$ cat src/rtl/lat_injector.sv
module lat_injector #(
  parameter int NCH      = 13,
  parameter int LAT_W    = 6,
  parameter int RSP_W    = 8,
  parameter int ADDR_W   = 8,
  parameter int CFG_W    = 32,
  parameter int SEL_W    = 8,
  parameter int SEL_ADDR = 21,
  parameter int VAL_ADDR = 22
) (
  input  logic                 clk,
  input  logic                 rst_n,
  input  logic                 cfg_we,
  input  logic [ADDR_W-1:0]    cfg_addr,
  input  logic [CFG_W-1:0]     cfg_wdata,
  output logic [CFG_W-1:0]     cfg_rdata,
  input  logic [NCH-1:0]       m_req_valid,
  output logic [NCH-1:0]       m_req_ready,
  output logic [NCH-1:0]       s_req_valid,
  input  logic [NCH-1:0]       s_req_ready,
  input  logic [NCH-1:0]       s_rsp_valid,
  output logic [NCH-1:0]       s_rsp_ready,
  input  logic [NCH*RSP_W-1:0] s_rsp_data,
  output logic [NCH-1:0]       m_rsp_valid,
  input  logic [NCH-1:0]       m_rsp_ready,
  output logic [NCH*RSP_W-1:0] m_rsp_data
);

  logic [SEL_W-1:0] sel_q;
  logic [LAT_W-1:0] val_q;
  logic [NCH-1:0]   busy_vec;

  wire wr_sel = cfg_we && (cfg_addr == ADDR_W'(SEL_ADDR));
  wire wr_val = cfg_we && (cfg_addr == ADDR_W'(VAL_ADDR));

  always_ff @(posedge clk or negedge rst_n) begin
    if (!rst_n) begin
      sel_q <= '0;
      val_q <= '0;
    end else begin
      if (wr_sel) sel_q <= cfg_wdata[SEL_W-1:0];
      if (wr_val) val_q <= cfg_wdata[LAT_W-1:0];
    end
  end

  assign cfg_rdata = (cfg_addr == ADDR_W'(SEL_ADDR)) ? CFG_W'(sel_q) :
                     (cfg_addr == ADDR_W'(VAL_ADDR)) ? CFG_W'(val_q) : '0;

  for (genvar i = 0; i < NCH; i++) begin : g_ch
    logic [LAT_W-1:0] lat;
    logic [LAT_W-1:0] cnt;
    logic [RSP_W-1:0] hold;
    logic             busy;

    wire pass    = (lat == '0);
    wire capture = !busy && !pass && s_rsp_valid[i];

    always_ff @(posedge clk or negedge rst_n) begin
      if (!rst_n) lat <= '0;
      else if (wr_val && sel_q == SEL_W'(i)) lat <= cfg_wdata[LAT_W-1:0];
    end

    always_ff @(posedge clk or negedge rst_n) begin
      if (!rst_n) begin
        busy <= 1'b0;
        cnt  <= '0;
        hold <= '0;
      end else if (capture) begin
        busy <= 1'b1;
        cnt  <= lat;
        hold <= s_rsp_data[i*RSP_W +: RSP_W];
      end else if (busy) begin
        if (cnt != '0) cnt <= cnt - 1'b1;
        else if (m_rsp_ready[i]) busy <= 1'b0;
      end
    end

    assign busy_vec[i]    = busy;
    assign m_rsp_valid[i] = busy ? (cnt == '0) : (pass && s_rsp_valid[i]);
    assign s_rsp_ready[i] = busy ? 1'b0 : (pass ? m_rsp_ready[i] : 1'b1);
    assign m_rsp_data[i*RSP_W +: RSP_W] = busy ? hold : s_rsp_data[i*RSP_W +: RSP_W];
    assign s_req_valid[i] = m_req_valid[i] && !busy;
    assign m_req_ready[i] = s_req_ready[i] && !busy;
  end

endmodule

$ cat config.mk
export PLATFORM = sky130hd
export DESIGN_NAME = lat_injector
export DESIGN_NICKNAME = d
export VERILOG_FILES = /design/src/rtl/lat_injector.sv
export SDC_FILE = /design/constraint.sdc
export NUM_CORES = 1
export LEC_CHECK = 0
export ABC_AREA = 1
export BUFFER_PORTS_ARGS = -buffer_cell sky130_fd_sc_hd__clkbuf_2
export CORE_MARGIN = 1
export CORE_UTILIZATION = 37
export CTS_BUF_LIST = sky130_fd_sc_hd__clkbuf_2
export CTS_CLUSTER_SIZE = 30
export DETAILED_ROUTE_END_ITERATION = 16
export PLACE_DENSITY = 0.56
export SETUP_SLACK_MARGIN = 0.02
export SYNTH_ARGS = -nofsm -noshare
export SYNTH_HDL_FRONTEND = slang
export SYNTH_SLANG_ARGS = --single-unit
export TNS_END_PERCENT = 100
$ cat constraint.sdc
create_clock -name clk -period 2.1 [get_ports clk]
set_input_delay 0.105 -clock clk [delete_from_list [all_inputs] [get_ports clk]]
set_output_delay 0.105 -clock clk [all_outputs]
set_load 0.01 [all_outputs]
==> impl_results.md <==
* Total core area at 0.0433 mm^2
* Vias in the first global route at 18254
* Antenna Nets Post-Route at 0
* TNS Setup at -1.14 ns
* Port buffer count at 338
* Area growth, synth to finish at 69.9%
* First-pass GRT wire length at 85.8 mm
* GRT overflow at 0
* Failing checks: setup timing
* Slew margin rel. at 0.630
* Static leakage at 14.6 nW
* Status: complete, but fails checks
* GR Layer Usage met3 at 0.0433
* Post-synth EDFFs at 0
* Final Power at 11.3 mW
* F_max at 0.458 GHz
* Average size of a mapped cell at 7.30 um^2
* YS warnings at 0
* Initial antenna violation count at 4
* Layout Utilization at 0.639
* Met1 GRT Util at 0.276
* Routed WL at 56.9 mm
* Pre-CTS setup slack at 0.363 ns
* R2r endpoint: g_ch[6].hold[6]
* Synth top area cells: dfrtp_1 (44%), nand2_1 (17%), nand3_1 (8.0%)
* Area leader, netlist: dfrtp_1
* Root Buffer: clkbuf_2
* Clock transition at the registers of the reported paths at 0.11 ns
* Setup CP Type: reg2out
* Initial core utilization at 0.376
* RSZ-0062 raised after global routing: yes
* Vias at 18779
* Die X at 212 um
* Post-Syn Area at 0.0163 mm^2
* Worst Setup End Kind: output port
* Hold path cells at 8
* Post-synth top flop: dfrtp_1
* Period utilisation layout at 1.04
* DR DRC count at 0
* Slowest cell on crit path: dfrtp_2
* Synth cell count leaders: nand2_1 (729), inv_1 (293), dfrtp_1 (287)
* Hold Crit Class: in2reg
* Worst-path maximum fanout at 3
* Fin. Hold Viols at 0
* Vias per Instance at 4.80
* Worst Reg-to-Reg Cells at 6
* NumNets Final at 3488
* Clock sink total at 287
* Pwr dens at 410 mW/mm^2
* CTS buffer count at 82
* Worst-Margin Slew at 0.555 ns
* Seq/Total Area, Yosys at 0.441
* Yosys top cell area share at 0.441
* Io pins at 387
* Crit path arrival time at 2.08 ns
* Most Used Layer, Global Route: met2
* Final Max Tran Viols at 0
* GPL Wtd Cong at 0.813
* Half-perimeter wire length after placement at 27.8 mm
* R2r setup slk at 0 ns
* Reg2reg start: g_ch[6].busy
* DIE AREA at 0.0448 mm^2
* Clk_lat worst skew at 1.05 ns
* # fillers at 3495
* Fin crit period at 2.18 ns
* H-tree Lvls at 3
* Gate Count Post-Synth at 2231
* Max Root-Sink Buffers at 3
* Critical Path RT at 2.00 ns
* FF+latch count, synth at 287
* Top-count cell post-synth: nand2_1
* Hold Crit Endpoint: g_ch[9].lat[1]
* Avg WL per Cell at 14.5 um
* Finish-stage setup viols at 38
* Max-Cap Viols at 0
* Hold WS at 0.185 ns
* Die H at 212 um
* Total track usage at 0.234
* DR pass1 iterations at 7
* GR Layer Usage met2 at 0.421
* TritonCTS clock tree: yes
* Worst VDD drop at 333 uV
* Layout cells sized above 1 at 0.355
* Final setup margin at -0.0820 ns
* Synth unique cells at 29
* Max stage delay on crit path at 0.45 ns
* Startpoint type of the worst setup path: register
* Pin count of the biggest net entering global routing at 63
* Asr flop ratio synth at 1.00
* Crit path cell chain: nor2_4 -> nand3_2 -> o22ai_2 -> buf_2
* Drt initial violations at 1145
* FP Rows at 76
* Hold path start: cfg_addr[7]
* Fin Clk Skew at 0.0937 ns
## where the power goes
part           leakage [nW]  internal (mW)  switching (mW)  total, mW
sequential             3.71           5.54          0.0142       5.56
combinational          10.3          0.584           0.610       1.19
clock                 0.582           1.95            2.63       4.58
total                  14.6           8.08            3.25       11.3
## state kept, by name, summed over array words and instances, names as in the netlist
| signal | flops |
|---|---|
| g_ch.hold | 104 |
| g_ch.cnt | 78 |
| g_ch.lat | 78 |
| g_ch.busy | 13 |
| sel_q | 8 |
| val_q | 6 |
## per-stage QoR
step	cell area [um^2]	std cells
global route	27700	3914
CTS	25700	3832
floorplan	16400	2254
detailed placement	18600	3121
global placement	18600	3121
finish	27700	3914
## critical path, delay by kind of cell (launching register included)
family,cells,cell delay [ns]
buffers and inverters,1,0.16
AND/OR/NAND/NOR,2,0.23
AO/OA/AOI/OAI,1,0.18
flip-flops,1,0.45
## cell families (layout without fill, tap and decap cells)
logic type,after synthesis,after routing,share of synthesized area
other,1,28,0.000230
buffers and inverters,395,1466,0.107
and+or+nand+nor,1263,1263,0.348
xor gates and xnor gates,13,13,0.00699
DFF,287,287,0.441
adders and majority gates,26,26,0.0200
AOI/OAI and AO/OA,246,246,0.0769
## how the worst max path moves through the flow
stage | startpoint | end | slack (ns) | cells after the start
after floorplan | sel_q[4] | g_ch[11].lat[0] | 0.76 | 7
after global placement | cfg_addr[3] | cfg_rdata[0] | 0.36 | 7
after detailed placement | cfg_addr[3] | cfg_rdata[0] | 0.36 | 7
after CTS | g_ch[6].cnt[0] | m_rsp_valid[6] | -0.23 | 5
after global routing | g_ch[6].cnt[4] | m_rsp_valid[6] | -0.27 | 4
final | g_ch[8].cnt[3] | m_rsp_valid[8] | -0.08 | 4
## repair_timing
action / 4_1_cts / 5_1_grt
setup endpoints to repair: 159 / 324
cloned: 14 / 17
pin swaps: 102 / 99
hold buffers: 378 / 2
resized for setup: 345 / 475
buffers inserted: 173 / 81
hold endpoints to repair: 573 / 78
## cells in the final DEF, fill, tap and decap left out, types with 48 or more instances in the layout
cell type and instances:
buf_2 117, buf_4 239, buf_6 50, clkbuf_2 311, dfrtp_1 273, dlygate4sd3_1 369
inv_1 258, nand2_1 649, nand2_2 48, nand3_1 233, nor2_1 80, nor2_2 62
nor2_4 48, o21ai_0 113, o21ai_2 80
## layer usage
layer	part of all wire	routed length [um]
met4	0.030	1710
met1	0.40	22900
met2	0.52	29700
met3	0.045	2570
met5	0	0
## layout make-up
cell class / instances / area (um^2) / share of cell area
Antenna cell: 4 / 10.0 / 0.000362
Timing Repair Buffer: 1027 / 8760 / 0.317
Clock buffer: 112 / 561 / 0.0203
Clock inverter: 34 / 246 / 0.00891
Inverter: 293 / 1100 / 0.0399
Multi-Input combinational cell: 1572 / 9050 / 0.327
Tap cell: 585 / 732 / 0.0265
Sequential cell: 287 / 7200 / 0.260
Power figures use the tool's default switching activity.
